$ cat config.mk
export PLATFORM = sky130hd
export DESIGN_NAME = scl_clk_gen
export DESIGN_NICKNAME = d
export VERILOG_FILES = /design/src/rtl/scl_clk_pkg.sv /design/src/rtl/scl_cfg_regs.sv /design/src/rtl/scl_div_chain.sv /design/src/rtl/scl_phase_fsm.sv /design/src/rtl/scl_clk_gen.sv
export SDC_FILE = /design/constraint.sdc
export NUM_CORES = 1
export LEC_CHECK = 0
export BUFFER_PORTS_ARGS = -buffer_cell sky130_fd_sc_hd__buf_4
export CAP_MARGIN = 20
export CORE_MARGIN = 2
export CORE_UTILIZATION = 40
export CTS_CLUSTER_DIAMETER = 100
export CTS_CLUSTER_SIZE = 25
export DETAILED_ROUTE_END_ITERATION = 7
export SYNTH_ARGS = -nofsm -noshare
export SYNTH_HDL_FRONTEND = slang
export SYNTH_SLANG_ARGS = --single-unit
$ cat constraint.sdc
create_clock -name clk -period 4.3 [get_ports clk]
set_input_delay 0.43 -clock clk [delete_from_list [all_inputs] [get_ports clk]]
set_output_delay 0.43 -clock clk [all_outputs]
set_load 0.01 [all_outputs]
$ cat src/rtl/scl_clk_pkg.sv
package scl_clk_pkg;

  // Phase of the generated serial clock.
  typedef enum logic [1:0] {
    PH_IDLE = 2'd0,  // disabled, SCL parked high
    PH_HIGH = 2'd1,  // counting the high half period
    PH_LOW  = 2'd2,  // counting the low half period
    PH_HOLD = 2'd3   // low phase expired, waiting for the slave to release
  } scl_phase_e;

  localparam int SCL_THP_FLOOR = 5;

endpackage

$ cat src/rtl/scl_cfg_regs.sv
module scl_cfg_regs #(
  parameter int THP_W   = 8,
  parameter int M_W     = 4,
  parameter int N_W     = 3,
  parameter int THP_MIN = 5,
  parameter int THP_RST = 24,
  parameter int M_RST   = 2,
  parameter int N_RST   = 0
) (
  input  logic             clk,
  input  logic             rst_n,
  input  logic             load,
  input  logic             commit,
  input  logic [THP_W-1:0] thp_in,
  input  logic [M_W+N_W-1:0] div_in,
  output logic [THP_W-1:0] thp_act,
  output logic [M_W-1:0]   m_act,
  output logic [N_W-1:0]   n_act
);

  localparam logic [THP_W-1:0] THP_MIN_V = THP_MIN[THP_W-1:0];
  localparam logic [THP_W-1:0] THP_RST_V = THP_RST[THP_W-1:0];
  localparam logic [M_W-1:0]   M_RST_V   = M_RST[M_W-1:0];
  localparam logic [N_W-1:0]   N_RST_V   = N_RST[N_W-1:0];

  logic [THP_W-1:0] thp_pend_q, thp_pend_d, thp_act_q, thp_act_d;
  logic [M_W-1:0]   m_pend_q, m_pend_d, m_act_q, m_act_d;
  logic [N_W-1:0]   n_pend_q, n_pend_d, n_act_q, n_act_d;
  logic [THP_W-1:0] thp_clamped;

  // Raise values below the supported floor.
  always_comb begin
    thp_clamped = (thp_in < THP_MIN_V) ? THP_MIN_V : thp_in;
  end

  always_comb begin
    thp_pend_d = thp_pend_q;
    m_pend_d   = m_pend_q;
    n_pend_d   = n_pend_q;
    if (load) begin
      thp_pend_d = thp_clamped;
      m_pend_d   = div_in[M_W+N_W-1:N_W];
      n_pend_d   = div_in[N_W-1:0];
    end
  end

  always_comb begin
    thp_act_d = thp_act_q;
    m_act_d   = m_act_q;
    n_act_d   = n_act_q;
    if (commit) begin
      thp_act_d = thp_pend_q;
      m_act_d   = m_pend_q;
      n_act_d   = n_pend_q;
    end
  end

  always_ff @(posedge clk or negedge rst_n) begin
    if (!rst_n) begin
      thp_pend_q <= THP_RST_V;
      m_pend_q   <= M_RST_V;
      n_pend_q   <= N_RST_V;
      thp_act_q  <= THP_RST_V;
      m_act_q    <= M_RST_V;
      n_act_q    <= N_RST_V;
    end else begin
      thp_pend_q <= thp_pend_d;
      m_pend_q   <= m_pend_d;
      n_pend_q   <= n_pend_d;
      thp_act_q  <= thp_act_d;
      m_act_q    <= m_act_d;
      n_act_q    <= n_act_d;
    end
  end

  assign thp_act = thp_act_q;
  assign m_act   = m_act_q;
  assign n_act   = n_act_q;

endmodule

$ cat src/rtl/scl_div_chain.sv
module scl_div_chain #(
  parameter int THP_W  = 8,
  parameter int M_W    = 4,
  parameter int N_W    = 3,
  parameter int DECADE = 10
) (
  input  logic             clk,
  input  logic             rst_n,
  input  logic             run,
  input  logic             clear,
  input  logic [THP_W-1:0] thp,
  input  logic [M_W-1:0]   m,
  input  logic [N_W-1:0]   n,
  output logic             half_done,
  output logic             mid_done
);

  // Prescale count kept as a binary number whose last value is 2^n-1.
  localparam int PRE_W   = (1 << N_W) - 1;
  localparam int DEC_MAX = (1 << M_W) * DECADE;
  localparam int DEC_W   = $clog2(DEC_MAX);
  localparam int DEC_CW  = DEC_W + 1;

  logic [THP_W-1:0]  base_q, base_d;
  logic [PRE_W-1:0]  pre_q, pre_d;
  logic [DEC_W-1:0]  dec_q, dec_d;
  logic [PRE_W-1:0]  pre_last;
  logic [DEC_CW-1:0] dec_last, dec_mid;
  logic              base_wrap, pre_wrap, dec_wrap;

  // 2^n - 1 is n low ones: one comparator per prescaler bit.
  for (genvar g = 0; g < PRE_W; g++) begin : g_pre_last
    assign pre_last[g] = (g < int'(n));
  end

  always_comb begin
    dec_last = DEC_CW'((int'(m) + 1) * DECADE - 1);
    dec_mid  = DEC_CW'((int'(m) + 1) * (DECADE / 2) - 1);
  end

  always_comb begin
    base_wrap = (base_q == thp);
    pre_wrap  = base_wrap && (pre_q == pre_last);
    dec_wrap  = pre_wrap && ({1'b0, dec_q} == dec_last);
  end

  always_comb begin
    base_d = base_q;
    pre_d  = pre_q;
    dec_d  = dec_q;
    if (clear) begin
      base_d = '0;
      pre_d  = '0;
      dec_d  = '0;
    end else if (run) begin
      base_d = base_wrap ? '0 : base_q + 1'b1;
      if (base_wrap) begin
        pre_d = pre_wrap ? '0 : pre_q + 1'b1;
      end
      if (pre_wrap) begin
        dec_d = dec_wrap ? '0 : dec_q + 1'b1;
      end
    end
  end

  always_ff @(posedge clk or negedge rst_n) begin
    if (!rst_n) begin
      base_q <= '0;
      pre_q  <= '0;
      dec_q  <= '0;
    end else begin
      base_q <= base_d;
      pre_q  <= pre_d;
      dec_q  <= dec_d;
    end
  end

  assign half_done = dec_wrap;
  assign mid_done  = pre_wrap && ({1'b0, dec_q} == dec_mid);

endmodule

$ cat src/rtl/scl_phase_fsm.sv
module scl_phase_fsm
  import scl_clk_pkg::*;
(
  input  logic clk,
  input  logic rst_n,
  input  logic en,
  input  logic stretch,
  input  logic half_done,
  input  logic mid_done,
  output logic run,
  output logic clear,
  output logic commit,
  output logic scl_o,
  output logic rise_o,
  output logic fall_o,
  output logic sample_o
);

  scl_phase_e ph_q, ph_d;
  logic scl_q, scl_d, rise_q, rise_d, fall_q, fall_d, samp_q, samp_d;

  always_comb begin
    ph_d   = ph_q;
    scl_d  = scl_q;
    rise_d = 1'b0;
    fall_d = 1'b0;
    samp_d = 1'b0;
    run    = 1'b0;
    clear  = 1'b0;
    commit = 1'b0;
    unique case (ph_q)
      PH_IDLE: begin
        clear  = 1'b1;
        commit = 1'b1;
        scl_d  = 1'b1;
        if (en) ph_d = PH_HIGH;
      end
      PH_HIGH: begin
        run = 1'b1;
        if (!en) begin
          ph_d  = PH_IDLE;
          scl_d = 1'b1;
          clear = 1'b1;
        end else if (half_done) begin
          ph_d   = PH_LOW;
          scl_d  = 1'b0;
          fall_d = 1'b1;
        end else if (mid_done) begin
          samp_d = 1'b1;
        end
      end
      PH_LOW: begin
        run = 1'b1;
        if (!en) begin
          ph_d  = PH_IDLE;
          scl_d = 1'b1;
          clear = 1'b1;
        end else if (half_done) begin
          clear = 1'b1;
          if (stretch) begin
            ph_d = PH_HOLD;
          end else begin
            ph_d   = PH_HIGH;
            scl_d  = 1'b1;
            rise_d = 1'b1;
            commit = 1'b1;
          end
        end
      end
      PH_HOLD: begin
        clear = 1'b1;
        if (!en) begin
          ph_d  = PH_IDLE;
          scl_d = 1'b1;
        end else if (!stretch) begin
          ph_d   = PH_HIGH;
          scl_d  = 1'b1;
          rise_d = 1'b1;
          commit = 1'b1;
        end
      end
      default: begin
        ph_d  = PH_IDLE;
        scl_d = 1'b1;
      end
    endcase
  end

  always_ff @(posedge clk or negedge rst_n) begin
    if (!rst_n) begin
      ph_q   <= PH_IDLE;
      scl_q  <= 1'b1;
      rise_q <= 1'b0;
      fall_q <= 1'b0;
      samp_q <= 1'b0;
    end else begin
      ph_q   <= ph_d;
      scl_q  <= scl_d;
      rise_q <= rise_d;
      fall_q <= fall_d;
      samp_q <= samp_d;
    end
  end

  assign scl_o    = scl_q;
  assign rise_o   = rise_q;
  assign fall_o   = fall_q;
  assign sample_o = samp_q;

endmodule

$ cat src/rtl/scl_clk_gen.sv
module scl_clk_gen #(
  parameter int THP_W  = 8,
  parameter int M_W    = 4,
  parameter int N_W    = 3,
  parameter int DECADE = 10
) (
  input  logic                 clk,
  input  logic                 rst_n,
  input  logic                 en,
  input  logic                 cfg_load,
  input  logic [THP_W-1:0]     cfg_thp,
  input  logic [M_W+N_W-1:0]   cfg_div,
  input  logic                 stretch,
  output logic                 scl_o,
  output logic                 scl_rise,
  output logic                 scl_fall,
  output logic                 sample_tick
);

  logic [THP_W-1:0] thp_act;
  logic [M_W-1:0]   m_act;
  logic [N_W-1:0]   n_act;
  logic run, clear, commit, half_done, mid_done;

  scl_cfg_regs #(
    .THP_W  (THP_W),
    .M_W    (M_W),
    .N_W    (N_W),
    .THP_MIN(scl_clk_pkg::SCL_THP_FLOOR),
    .THP_RST(24),
    .M_RST  (2),
    .N_RST  (0)
  ) u_cfg (
    .clk    (clk),
    .rst_n  (rst_n),
    .load   (cfg_load),
    .commit (commit),
    .thp_in (cfg_thp),
    .div_in (cfg_div),
    .thp_act(thp_act),
    .m_act  (m_act),
    .n_act  (n_act)
  );

  scl_div_chain #(
    .THP_W (THP_W),
    .M_W   (M_W),
    .N_W   (N_W),
    .DECADE(DECADE)
  ) u_div (
    .clk      (clk),
    .rst_n    (rst_n),
    .run      (run),
    .clear    (clear),
    .thp      (thp_act),
    .m        (m_act),
    .n        (n_act),
    .half_done(half_done),
    .mid_done (mid_done)
  );

  scl_phase_fsm u_fsm (
    .clk      (clk),
    .rst_n    (rst_n),
    .en       (en),
    .stretch  (stretch),
    .half_done(half_done),
    .mid_done (mid_done),
    .run      (run),
    .clear    (clear),
    .commit   (commit),
    .scl_o    (scl_o),
    .rise_o   (scl_rise),
    .fall_o   (scl_fall),
    .sample_o (sample_tick)
  );

endmodule

---- Yosys cells after proc, flatten, opt, wreduce, memory -nomap -nowiden ----
Index checks and enable logic that the tools add are counted.
cells by class
  add/subtract/negate cells ............... 6
  multiply operators ...................... 2
  $lt $le $gt $ge ......................... 8
  equality and inequality tests ........... 11
  mux-type cells .......................... 45
  reductions and logical operators ........ 13
operators by type and width
  kind                                                         count
  two-way mux 8 bit                                            8
  multiplier 32 x 4 -> 8 bit (second input constant)           1
  multiplier 32 x 4 -> 9 bit (second input constant)           1
  two-way mux 7 bit                                            4
  two-way mux 1 bit                                            20
  == test 8 x 9 -> 1 bit                                       2
  subtractor 9 x 2 -> 9 bit (second input constant)            2
  adder 8 x 1 -> 8 bit (second input constant)                 2
  two-way mux 2 bit                                            8
  less-than comparator 3 bit (first input constant)            3
  != test 3 bit (second input constant)                        3
  == test 8 bit                                                1
  less-than comparator 8 x 3 -> 1 bit (second input constant)  1
  case mux 2 bit (4 select lines)                              1
  adder 7 x 1 -> 7 bit (second input constant)                 1
  == test 7 bit                                                1
  less-than comparator 1 x 3 -> 1 bit (first input constant)   2
  less-than comparator 2 x 3 -> 1 bit (first input constant)   2
  case mux 1 bit (3 select lines)                              2
  AND reduction 2 bit                                          3
  nonzero test 2 bit                                           3
  adder 4 x 1 -> 5 bit (second input constant)                 1
  == test 2 bit (second input constant)                        2
  case mux 1 bit (4 select lines)                              1
  7 further kinds                                              10
storage, ports and cells
  register bits ........................... 59
  input bits .............................. 20
  logic and storage cells ................. 99

---- Logic depth before layout (Yosys ltp) ----
  depth in word-level cells ............... 10
  depth in mapped cells ................... 15
  depth with buffers taken out ............ 13

---- Hierarchy ----
From an unflattened synthesis, not the netlist that was laid out.
unflattened totals
  cells, all modules ...................... 372
  area, all modules ....................... 3,930.0 sq um
modules (own cells, without submodules)
  module         times used  cells an instance  area an instance (sq um)  sequential area each (sq um)
  scl_div_chain  1           254                2,264.7                   575.6
  scl_cfg_regs   1           74                 1,236.2                   758.2
  scl_phase_fsm  1           44                 429.2                     151.4

---- Worst setup path after synthesis ----
Ideal clock, no wire load.
  kind .................................... reg2reg
  start point ............................. reg u_cfg.m_act_q[0], in the netlist u_cfg.m_act[0]
  end point ............................... reg u_div.dec_q[6]
  arrival ................................. 3.660 ns
  required time ........................... 4.179 ns
  slack ................................... 0.519 ns
  cell stages (with the launch flop) ...... 15
  period minus slack after synthesis ...... 3.781 ns
  path through ............................ dfrtp_1 > buf_6 > inv_1 > ha_1 > ha_1 > ha_1 > inv_1 > fa_1 > nand4b_2 > xnor3_1 > or4_1 > buf_2 > o21ai_4 > o21ai_0 > a22o_1
on the way
  cells in the longest elaborated chain, start to end .. 10
  elaborated cells on any way between the ends .. 15
ends and longest elaborated chain
  element                          line                 RTL
  from (decl)                      scl_cfg_regs.sv:27   logic [M_W-1:0] m_pend_q, m_pend_d, m_act_q, m_act_d;
  from (signal assigned)           scl_cfg_regs.sv:71   m_act_q <= m_act_d;
  adder 4 x 1 -> 5 bit *           scl_div_chain.sv:37  dec_last = DEC_CW'((int'(m) + 1) * DECADE - 1);
  multiplier 32 x 4 -> 8 bit *     scl_div_chain.sv:37
  subtractor 9 x 2 -> 9 bit *      scl_div_chain.sv:37
  == test 8 x 9 -> 1 bit *         scl_div_chain.sv:44  dec_wrap = pre_wrap && ({1'b0, dec_q} == dec_last);
  logical AND 1 bit *              scl_div_chain.sv:44
  two-way mux 1 bit                scl_phase_fsm.sv:58  end else if (half_done) begin
  two-way mux 1 bit                scl_phase_fsm.sv:54  if (!en) begin
  case mux 1 bit (3 select lines)  scl_phase_fsm.sv:31  unique case (ph_q)
  nonzero test 2 bit (no line)     -
  AND reduction 2 bit (no line)    -
  to (signal assigned)             scl_div_chain.sv:70  dec_q <= '0;
  to (signal assigned)             scl_div_chain.sv:74  dec_q <= dec_d;
  to (decl)                        scl_div_chain.sv:26  logic [DEC_W-1:0] dec_q, dec_d;
Every way passes the cells marked *; elsewhere a longest branch is shown, timed or not. The select of a mux whose other input is x is not followed.
A chain may end at the register's enable or synchronous reset.

---- Worst setup path in the final report ----
  start point ............................. reg u_cfg.m_act_q[1], in the netlist u_cfg.m_act[1]
  end point ............................... reg u_div.dec_q[4]
Same word-level chain as after synthesis.

==> impl_metrics.toml <==
[run_status]
status = "completed"

[place]
place_area_mm2 = 0.00429
gp_congestion = 0.825
place_inst = 532
place.port_buffers = 23
hpwlAfterDp_um = 5900

[timing]
tns_ns = 0
min_period_over_period_pct = 94.2
skew_ns = 0.00776
drv_slew = 0
finalSetupViolations = 0
tightest_slew_ns = 0.749
hold_violations = 0
timing.hold.ws_ns = 0.149
slew_headroom_pct = 50.1
max_freq_ghz = 0.247
period_needed_ns = 4.05
rsz0062_at_grt = "no"

[clocking]
post_cts_buffers = 0
hold_buffers = 0
cts_root_buffer = "clkbuf_8"
clkTransAtPathRegs_ns = 0.07
cts_sinks = 59
insertion_delay_ns = 0.34
htree_levels = 3
cts_made_buffers = 9
cts_resized = 0
cts_tree = "done"
clock_path_buffers = 2

[logic_synthesis]
ys_warn_count = 0
yosys-top-cells-area = "dfrtp_1, ha_1, xnor2_1"
synth_top_area_share_pct = 32.2
ys_seq_elements = 59
synthArstFlopShare_pct = 100
syn_inst = 388
synth.distinct_cells = 64
syn_nets = 440
synth_area_per_cell_um2 = 10.4
synth_edf_count = 0
yosys-top-cells-count = "dfrtp_1, ha_1, inv_1, nor2_1, xnor2_1"
yosysSeqAreaShare_pct = 36.8
synth-main-ff-cell = "dfrtp_1"
yosysTopAreaCell = "dfrtp_1"
syn_area_mm2 = 0.00404
synth_most_common_cell = "dfrtp_1"

[floorplan]
die_y_um = 104
die_w_um = 104
dieArea_mm2 = 0.0109
start_util_pct = 41.3
core_mm2 = 0.00977
io-pin-count = 24
num_rows = 36

[power_and_ir_drop]
vdd_drop_max_v = 0.000509
p_leak_uw = 0.00205
p_per_area_mw_per_mm2 = 860

[routing]
ant_nets = 0
drtPass1Iterations = 4
wire_per_inst_um = 14.4
vias_per_cell = 5.22
vias = 2860
wirelength_um = 7910
drtIter0Drc = 132
drcViolationCount = 0

[worst_setup_path]
critPathMostFrequentCell = "ha_1"
start_kind = "flip-flop"
cp.arrival_ns = 4.28
cp_cell_sequence = "inv_1 -> ha_1 -> ha_1 -> ha_1 -> inv_1 -> fa_1 -> nand4b_2 -> xnor3_1 -> or4_1 -> o21ai_4 -> o21ai_0 -> a22o_1"
endpoint_kind = "flip-flop"
worst_r2r_path_depth = 12
cp_max_fo = 7
crit_end = "u_div.dec_q[4]"
path_class = "flip-flop to flip-flop"
rrSetupSlack_ns = 0.25
slowest_delay_ns = 0.64
cp-startpoint = "u_cfg.m_act[1]"
critical_path_required_ns = 4.53
reg2reg_to = "u_div.dec_q[4]"
rr_startpoint = "u_cfg.m_act[1]"
critPathSlowestCell = "or4_1"

[global_route]
grt-ovfl-total = 0
antenna_found_initial = 0
grt_use_met3_pct = 3.45
grt_max_degree = 60
grt-busiest-layer = "met2"
grt_pass1_wl_um = 14000
grt_pass1_vias = 2894
grtUsageTotal_pct = 15.9
use_met2_pct = 24.1
met1_usage_pct = 22.0

[cells_and_area]
stdcell_count = 548
final_layout_size_suffix_gt1_share_pct = 20.5
diodes = 0
postLayoutCellArea_mm2 = 0.00451
area_delta_synth_final_pct = 11.9
fin_nets = 462

[worst_hold_path]
hold_class = "primary input to asynchronous set/reset pin"

[job]
maxCapViolCount = 0
-- cells in the final DEF (no fill, tap or decap), types with 10 or more instances in the layout --
cell      instances
o21ai_0          16
nor2_1           29
nand4_1          14
mux2_2           12
dfrtp_1          52
xnor2_1          26
clkbuf_8         11
nand2_1          19
ha_1             30
mux2i_1          10
buf_4            25
xor2_1           15
inv_1            30
-- where the power goes --
part	total [µW]	internal [µW]	switching, µW
registers	865	687	179
logic	2430	1150	1280
clock network	580	357	223
total	3880	2190	1690
-- cells by family after synthesis --
kind of cell	synth area share, %
DFF	36.8
AOI/OAI and AO/OA	13.3
muxes	9.18
and+or+nand+nor	15.0
adders and majority gates	10.3
xor gates and xnor gates	10.1
buffers and inverters	5.33
-- per-stage QoR --
step	setup WS, ns	total power, µW	utilization (%)
after floorplan	0.519	2870	-
final	0.250	3880	46.2
after global placement	0.346	3220	43.9
after global routing	0.0167	4270	46.2
after detailed placement	0.251	3310	43.9
after CTS	0.241	3920	46.2
-- sequential cells by signal (all words and copies together) (netlist names) --
| name | count |
|---|---|
| u_fsm.sample_o | 1 |
| u_div.base_q | 8 |
| u_fsm.ph_q | 2 |
| u_cfg.n_act | 3 |
| u_cfg.m_act | 4 |
| u_div.pre_q | 7 |
| u_cfg.n_pend_q | 3 |
| u_cfg.thp_act | 8 |
| u_cfg.m_pend_q | 4 |
| u_fsm.fall_o | 1 |
| u_div.dec_q | 8 |
| u_cfg.thp_pend_q | 8 |
| u_fsm.rise_o | 1 |
| u_fsm.scl_o | 1 |
-- worst min-delay path by stage --
stage	depth (start not counted)	slack [ns]	startpoint	endpoint
global placement	1	0.49	u_cfg.m_pend_q[3]	u_cfg.m_act[3]
floorplan	0	0.13	rst_n	u_cfg.m_act[0]
CTS	1	0.18	rst_n	u_div.dec_q[5]
global route	1	0.21	rst_n	u_div.dec_q[4]
finish	1	0.15	rst_n	u_div.dec_q[5]
detailed placement	1	0.49	u_cfg.m_pend_q[3]	u_cfg.m_act[3]
-- final cells by class --
| class | instances | area, µm² |
|---|---|---|
| Clock buffer | 12 | 155 |
| Tap cell | 133 | 166 |
| Sequential cell | 59 | 1490 |
| Fill cell | 942 | 5260 |
| Clock inverter | 4 | 72.6 |
| Inverter | 30 | 113 |
| Timing Repair Buffer | 25 | 188 |
| Multi-Input combinational cell | 285 | 2330 |
-- per-layer routing --
layer  wire length, µm  vias up
met2              3580       31
met4               153        0
li1                  -     1437
met5                 0        -
met3               237       13
met1              3940     1379
-- worst max-delay path: cells and delay by family (launching register included) --
family	cells	cell delay (ns)
compound gates	3	0.67
xor+xnor	1	0.39
fa+ha+maj	4	1.40
buf+inv	2	0.10
flops	1	0.58
simple gates	2	0.78
Note: power is estimated with default switching activity, not from simulation.
